## config.mk

```make
export PLATFORM = sky130hd
export DESIGN_NAME = prof_window_ctrl
export DESIGN_NICKNAME = d
export VERILOG_FILES = /design/src/rtl/pwc_pkg.sv /design/src/rtl/pwc_edge_det.sv /design/src/rtl/pwc_event_merge.sv /design/src/rtl/pwc_win_state.sv /design/src/rtl/prof_window_ctrl.sv
export SDC_FILE = /design/constraint.sdc
export NUM_CORES = 1
export LEC_CHECK = 0
export BUFFER_PORTS_ARGS = -buffer_cell sky130_fd_sc_hd__buf_2
export CAP_MARGIN = 20
export CORE_AREA = 2 2 39 41
export DETAILED_ROUTE_END_ITERATION = 16
export DIE_AREA = 0 0 41 43
export SETUP_SLACK_MARGIN = 0.4
export SLEW_MARGIN = 20
export SYNTH_ARGS = -nofsm -noshare
export SYNTH_HDL_FRONTEND = slang
export SYNTH_SLANG_ARGS = --single-unit
```

## constraint.sdc

```tcl
create_clock -name clk -period 1 [get_ports clk]
set_input_delay 0 -clock clk [delete_from_list [all_inputs] [get_ports clk]]
set_output_delay 0 -clock clk [all_outputs]
set_load 0.01 [all_outputs]
```

## src/rtl/pwc_pkg.sv

```systemverilog
// Shared types for the profiling time window controller.
// Assumes nothing beyond a single synchronous clock domain.
package pwc_pkg;
    typedef enum logic {
        WIN_EDGE  = 1'b0,
        WIN_LEVEL = 1'b1
    } win_mode_e;

    localparam int unsigned TRIG_NUM = 2;
    localparam int unsigned TRIG_START = 0;
    localparam int unsigned TRIG_STOP = 1;
endpackage

```

## src/rtl/pwc_edge_det.sv

```systemverilog
// Rising-edge detector, one lane per bit.
// Each lane compares its input with a copy registered on the previous clock.
// The copies reset to 0 and keep sampling whether or not the block is enabled.
module pwc_edge_det #(
    parameter int unsigned WIDTH = 2
) (
    input  logic             clk,
    input  logic             rst_n,
    input  logic [WIDTH-1:0] level_i,
    output logic [WIDTH-1:0] rise_o
);
    logic [WIDTH-1:0] prev_q;

    for (genvar g = 0; g < WIDTH; g++) begin : g_lane
        // Keep the previous sample of this lane
        always_ff @(posedge clk) begin
            if (!rst_n) prev_q[g] <= 1'b0;
            else        prev_q[g] <= level_i[g];
        end

        // A lane rises when it is high now and was low before
        always_comb rise_o[g] = level_i[g] & ~prev_q[g];
    end
endmodule

```

## src/rtl/pwc_event_merge.sv

```systemverilog
// Combines hardware edges and software commands into one start event and one stop event.
// Software commands pass only in edge mode. Assumes they are single-cycle pulses.
module pwc_event_merge
    import pwc_pkg::*;
(
    input  win_mode_e mode_i,
    input  logic      hw_start_rise_i,
    input  logic      hw_stop_rise_i,
    input  logic      sw_start_i,
    input  logic      sw_stop_i,
    output logic      start_ev_o,
    output logic      stop_ev_o
);
    logic sw_pass;

    // Software commands are honoured in edge mode only
    always_comb sw_pass = (mode_i == WIN_EDGE);

    // Gather the sources of each kind of event
    always_comb begin
        start_ev_o = hw_start_rise_i | (sw_pass & sw_start_i);
        stop_ev_o  = hw_stop_rise_i  | (sw_pass & sw_stop_i);
    end
endmodule

```

## src/rtl/pwc_win_state.sv

```systemverilog
// Holds the window state register.
// In edge mode, a stop event beats a start event, and with no event the state is held.
// In level mode, the state follows the start level.
// With enable low, the state is cleared.
module pwc_win_state
    import pwc_pkg::*;
(
    input  logic      clk,
    input  logic      rst_n,
    input  logic      enable_i,
    input  win_mode_e mode_i,
    input  logic      start_level_i,
    input  logic      start_ev_i,
    input  logic      stop_ev_i,
    output logic      win_o
);
    logic win_q;
    logic win_d;

    // Next-state selection: disable, then mode, then stop-over-start priority
    always_comb begin
        win_d = win_q;
        if (!enable_i) begin
            win_d = 1'b0;
        end else if (mode_i == WIN_LEVEL) begin
            win_d = start_level_i;
        end else if (stop_ev_i) begin
            win_d = 1'b0;
        end else if (start_ev_i) begin
            win_d = 1'b1;
        end
    end

    // State register
    always_ff @(posedge clk) begin
        if (!rst_n) win_q <= 1'b0;
        else        win_q <= win_d;
    end

    always_comb win_o = win_q;
endmodule

```

## src/rtl/prof_window_ctrl.sv

```systemverilog
// Top of the profiling time window controller.
// Detects trigger edges, merges them with software commands and drives the registered
// window level. Assumes the triggers are already synchronous to clk.
module prof_window_ctrl
    import pwc_pkg::*;
(
    input  logic clk,
    input  logic rst_n,
    input  logic cfg_enable,
    input  logic cfg_level_mode,
    input  logic hw_start,
    input  logic hw_stop,
    input  logic sw_start,
    input  logic sw_stop,
    output logic win_active
);
    logic [TRIG_NUM-1:0] trig_level;
    logic [TRIG_NUM-1:0] trig_rise;
    win_mode_e           mode;
    logic                start_ev;
    logic                stop_ev;

    // Pack the triggers into lanes and decode the mode
    always_comb begin
        trig_level[TRIG_START] = hw_start;
        trig_level[TRIG_STOP]  = hw_stop;
        mode = win_mode_e'(cfg_level_mode);
    end

    pwc_edge_det #(.WIDTH(TRIG_NUM)) i_edge (
        .clk     (clk),
        .rst_n   (rst_n),
        .level_i (trig_level),
        .rise_o  (trig_rise)
    );

    pwc_event_merge i_merge (
        .mode_i          (mode),
        .hw_start_rise_i (trig_rise[TRIG_START]),
        .hw_stop_rise_i  (trig_rise[TRIG_STOP]),
        .sw_start_i      (sw_start),
        .sw_stop_i       (sw_stop),
        .start_ev_o      (start_ev),
        .stop_ev_o       (stop_ev)
    );

    pwc_win_state i_state (
        .clk           (clk),
        .rst_n         (rst_n),
        .enable_i      (cfg_enable),
        .mode_i        (mode),
        .start_level_i (hw_start),
        .start_ev_i    (start_ev),
        .stop_ev_i     (stop_ev),
        .win_o         (win_active)
    );
endmodule

```

======== Word level (Yosys, flattened, before mapping) ========
Index checks and enable logic that the tools add are counted.
cells by class
  bitwise logic cells ..................... 9
  reduce and logical (&&, ||, !) cells .... 2
  mux-type cells .......................... 3
operators with widths
  operator             number
  AND 1 bit            4
  two-way mux 1 bit    3
  NOT 1 bit            3
  nonzero test 3 bit   1
  OR 1 bit             2
  AND reduction 2 bit  1
word-level totals
  logic and storage cells ................. 17
  input bits .............................. 8
  flip-flop bits (word level) ............. 3
  output and inout bits ................... 1

======== Logic depth before layout (Yosys ltp) ========
  depth after elaboration ................. 6
  gate-level depth with buffers ........... 3
  depth with buffers taken out ............ 3

======== Modules after synthesis ========
A second synthesis with hierarchy kept.
second synthesis, totals
  cell total of the unflattened synthesis .. 15
  area total of the unflattened synthesis .. 143.9 sq um
by module, submodules not included
  module           area an instance (sq um)  times used  cells an instance  seq. area each (sq um)
  pwc_edge_det     80.1                      1           6                  40.0
  pwc_win_state    45.0                      1           6                  20.0
  pwc_event_merge  18.8                      1           3                  0.0

======== Least setup slack after synthesis ========
Ideal clock, no wire load.
  path type ............................... register -> register
  start point ............................. reg i_edge.prev_q[1]
  end point ............................... reg i_state.win_q (netlist: i_state.win_o)
  period minus slack after synthesis ...... 818 ps
  data required time ...................... 922 ps
  path slack .............................. 182 ps
  arrival ................................. 740 ps
  buffers on the path ..................... 0
  stages on the path, launching flop included .. 4
  library setup time ...................... 78 ps
  cells stage by stage .................... dfxtp_1 nor2b_4 o31a_1 nor3_1
on the way
  longest elaborated chain between the ends .. 5
  elaborated cells on any way between the ends .. 6
  classes of those cells .................. mux (2); bitwise (3); reduce/logical (1)
ends and longest elaborated chain
  what                              line                   RTL
  start: declaration                pwc_edge_det.sv:12     logic [WIDTH-1:0] prev_q;
  start signal: indexed assignment  pwc_edge_det.sv:18     else prev_q[g] <= level_i[g];
  NOT 1 bit (*)                     pwc_edge_det.sv:22     always_comb rise_o[g] = level_i[g] & ~prev_q[g];
  AND 1 bit (*)                     pwc_edge_det.sv:22
  OR 1 bit (*)                      pwc_event_merge.sv:22  stop_ev_o = hw_stop_rise_i | (sw_pass & sw_stop_i);
  two-way mux 1 bit                 pwc_win_state.sv:27    end else if (stop_ev_i) begin
  two-way mux 1 bit                 pwc_win_state.sv:25    end else if (mode_i == WIN_LEVEL) begin
  end signal: assignment            pwc_win_state.sv:37    else win_q <= win_d;
  end: declaration                  pwc_win_state.sv:17    logic win_q;
Every way passes the cells marked *; elsewhere a longest branch is shown, timed or not.
A chain may end at the register's enable or synchronous reset.

======== Final worst setup path ========
Ends and elaborated chain as after synthesis.

==> results summary <==
The run finished with clean final reports. The mean instance size in the synthesized netlist came out at between 10 and 15 µm². The H-tree depth came out at 1. The maximum number of pins on one net before global-route repair is 4. Of all nets on the critical path, the largest fanout is 1. The worst setup slack for register-to-register paths is 230 ps.

The arrival time at the worst endpoint is roughly 930 ps. The max-capacitance violation count is 0. The longest individual stage delay on the worst path is ~330 ps. The number of pins with negative max-slew slack in the final report is 0. Compared with the post-synthesis result, the final layout area differs by 75.51%.

The die covers between 0.0015 and 0.002 mm². The power density over the cells is about 1700 mW/mm². TritonCTS created 3 clock buffers. The tightest min-delay check is of the in2reg type. The share of cells above drive strength 1 is about 63%. The number of synthesis warnings is 0. The number of antenna violations at the first check in global routing is 0. The cell area reported after detailed placement came out at ~180 µm². In this run the critical register-to-register path is launched from i_edge.prev_q[1]. The total vias in the final route came out at roughly 130.

Clock tree synthesis found a total of 3 sinks. The number of hold-slack violations in the final timing report came out at 0. In the finished design, the share of the clock period the worst path needs comes to ~77%.

The headroom to the max-slew limit is 90.17%. The capturing point of the worst reg2reg path is i_state.win_o. The type of element launching the critical path is a register. The worst-case vdd ir drop came out at 0.2413 mV. Global routing used around 4.5% of the available tracks.

The combined area of all synthesized cells came out at roughly 120 µm². The timing-limited maximum frequency came out at between 1000 and 1500 MHz. Synthesis produced a netlist with a net count of 20. The final critical-path required period is 773.9 ps. Cells fill between 10% and 20% of the core in the end. The beginning of the worst hold path is rst_n.

Setup repair after global routing could not meet its margin everywhere. Grouping stages by cell kind, the critical path spends the most delay in flip-flops. The starting density of the core is between 8 and 9%.

The synthesized instance count came out at 12. The wire length of the first global-routing pass is between 400 and 500 µm. The number of global-route vias before repair is 147.

The clock edge transition at the registers on the reported setup and hold paths is 40 ps. The sum of buffers and inverters on the critical path is 0. The hold path depth came out at 2. After synthesis, the cell types taking the most area are sky130_fd_sc_hd__dfxtp_1, sky130_fd_sc_hd__nor2b_4, sky130_fd_sc_hd__o31a_1, sky130_fd_sc_hd__a211oi_1, sky130_fd_sc_hd__and2_2. Measured along the x axis, the die boundary spans about 40 µm.

At the pin with the least slew margin, the transition time is roughly 150 ps. The path depth of the worst reg2reg path is 3. The detailed router finished its first iteration with 0 violations. The die span in y is ~43 µm. Walking the worst path, the cells encountered are nor2b_4, o31a_1, nor3_1. The final antenna diode count is 0.

For this run, the post-layout net count is 33. The required arrival time at the worst endpoint is roughly 1200 ps. Once detail routing completed, the nets flagged for antenna violations numbered 0. The total congestion overflow after global routing is 0. The placeable core region came out at between 0.001 and 0.0015 mm². The reported leakage power came out at 0.09799 nW. The worst setup skew after layout is about 1.9 ps. The sequential cell area fraction in the yosys report came out at between 40 and 50%. The count of state elements after synthesis came out at 3. The worst hold path endpoint is i_edge.prev_q[0].

Including well taps, the total number of placed cells is 36. The distinct cell type count after synthesis came out at 9. The clock tree buffer depth came out at 2.

The share of the synthesized area in the top cell type is between 40 and 50%. The clock insertion delay at the later pin of the skew report is 230 ps. Summed over all instances, the cell type with the most area after synthesis is sky130_fd_sc_hd__dfxtp_1. The number of detailed-routing iterations run before antenna repair is 1. The critical path start-end classification is reg2reg. The non-filler instance count after layout is 40.

The routed wire length per instance is approximately 7.8 µm. The sum of negative setup slack is 0 ps. The congestion estimate from routability-driven global placement came to 0.4975.

The row count is 14. The final cell area excluding filler cells came out at 215.2 µm². Port buffering added 8 buffers. The overall power is between 0.0003 and 0.0004 W. The largest individual stage delay along the critical path comes from the cell sky130_fd_sc_hd__dfxtp_2. The most frequent standard cell in the layout excluding fill and tap cells is sky130_fd_sc_hd__buf_2.

Counting buffers and inverters, the worst setup path is 3 cells deep. The DRC violation count after routing is 0. The wire length reported by the detailed router is approximately 310 µm.

The clock tree from TritonCTS is built. The library cells used most frequently in the layout, excluding fill and tap cells, are sky130_fd_sc_hd__buf_2, sky130_fd_sc_hd__clkbuf_4, sky130_fd_sc_hd__nand2_1, sky130_fd_sc_hd__dfxtp_1. Pin placement for this block handled 9 I/O pins. The via count normalized by instance count came out at around 3.2. STA classifies the critical path endpoint as a register.

The clock tree root buffer cell is sky130_fd_sc_hd__clkbuf_4. The number of endpoints failing setup at the final stage is 0.
==> what timing repair did <==
action                     CTS  global route
gates cloned                 0             0
hold endpoints to repair     1             1
setup endpoints to repair    2             2
setup buffers                0             0
pin swaps                    0             0
gates resized for setup      0             1
==> cells by family after synthesis <==
logic type	share of synthesized area [%]
DFF	48.98
AOI/OAI and AO/OA	13.27
and+or+nand+nor	37.76
==> routing by layer <==
layer  GRT usage, %  share of wire, %  up-vias
met5              0                 0        -
met4          8.000                 0        0
met3          3.141                11        0
met2          6.563                53        7
met1          1.911                35       55
li1               -                 -       64
==> how the worst max path moves through the flow <==
stage                     startpoint       endpoint  slack (ps)
global route        i_edge.prev_q[1]  i_state.win_o         210
global placement    i_edge.prev_q[1]  i_state.win_o         240
detailed placement  i_edge.prev_q[1]  i_state.win_o         220
finish              i_edge.prev_q[1]  i_state.win_o         230
CTS                 i_edge.prev_q[1]  i_state.win_o         210
floorplan           i_edge.prev_q[1]  i_state.win_o         250
==> where the power goes <==
part | leakage [nW] | internal, W | switching [W]
clock network | 0.0150 | 0.000149 | 0.0000604
logic | 0.0579 | 0.0000230 | 0.0000139
registers | 0.0251 | 0.000127 | 0.00000324
==> synth_stat cells, drive strengths merged <==
master	instances
dfxtp	3
and2	2
nand2	2
a211oi	1
nand2b	1
nor2b	1
nor3	1
o31a	1
==> state kept, by name, summed over array words and instances (netlist names) <==
register       count
i_edge.prev_q      2
i_state.win_o      1
==> area by class of cell <==
type | count | area, µm²
fill | 163 | 1169
multi-input combinational | 9 | 67.56
tap | 16 | 20.02
timing repair buffer | 8 | 40.04
clock buffer | 4 | 26.28
sequential | 3 | 61.31
==> worst register-to-register path: cells and delay by family (launching register included) <==
family           cells  cell delay [ps]
flip-flops           1              330
AO/OA/AOI/OAI        1              220
AND/OR/NAND/NOR      2              150
==> per-stage QoR <==
step / hold WS [ps] / worst slack, ps
6_report: 5.952 / 226.1
5_1_grt: -3.169 / 206.9
4_1_cts: -4.826 / 213.7
3_5_place_dp: 239.1 / 216.3
3_3_place_gp: 238.5 / 240.7
2_1_floorplan: 121.7 / 253.9
Note: power is estimated with default switching activity, not from simulation.
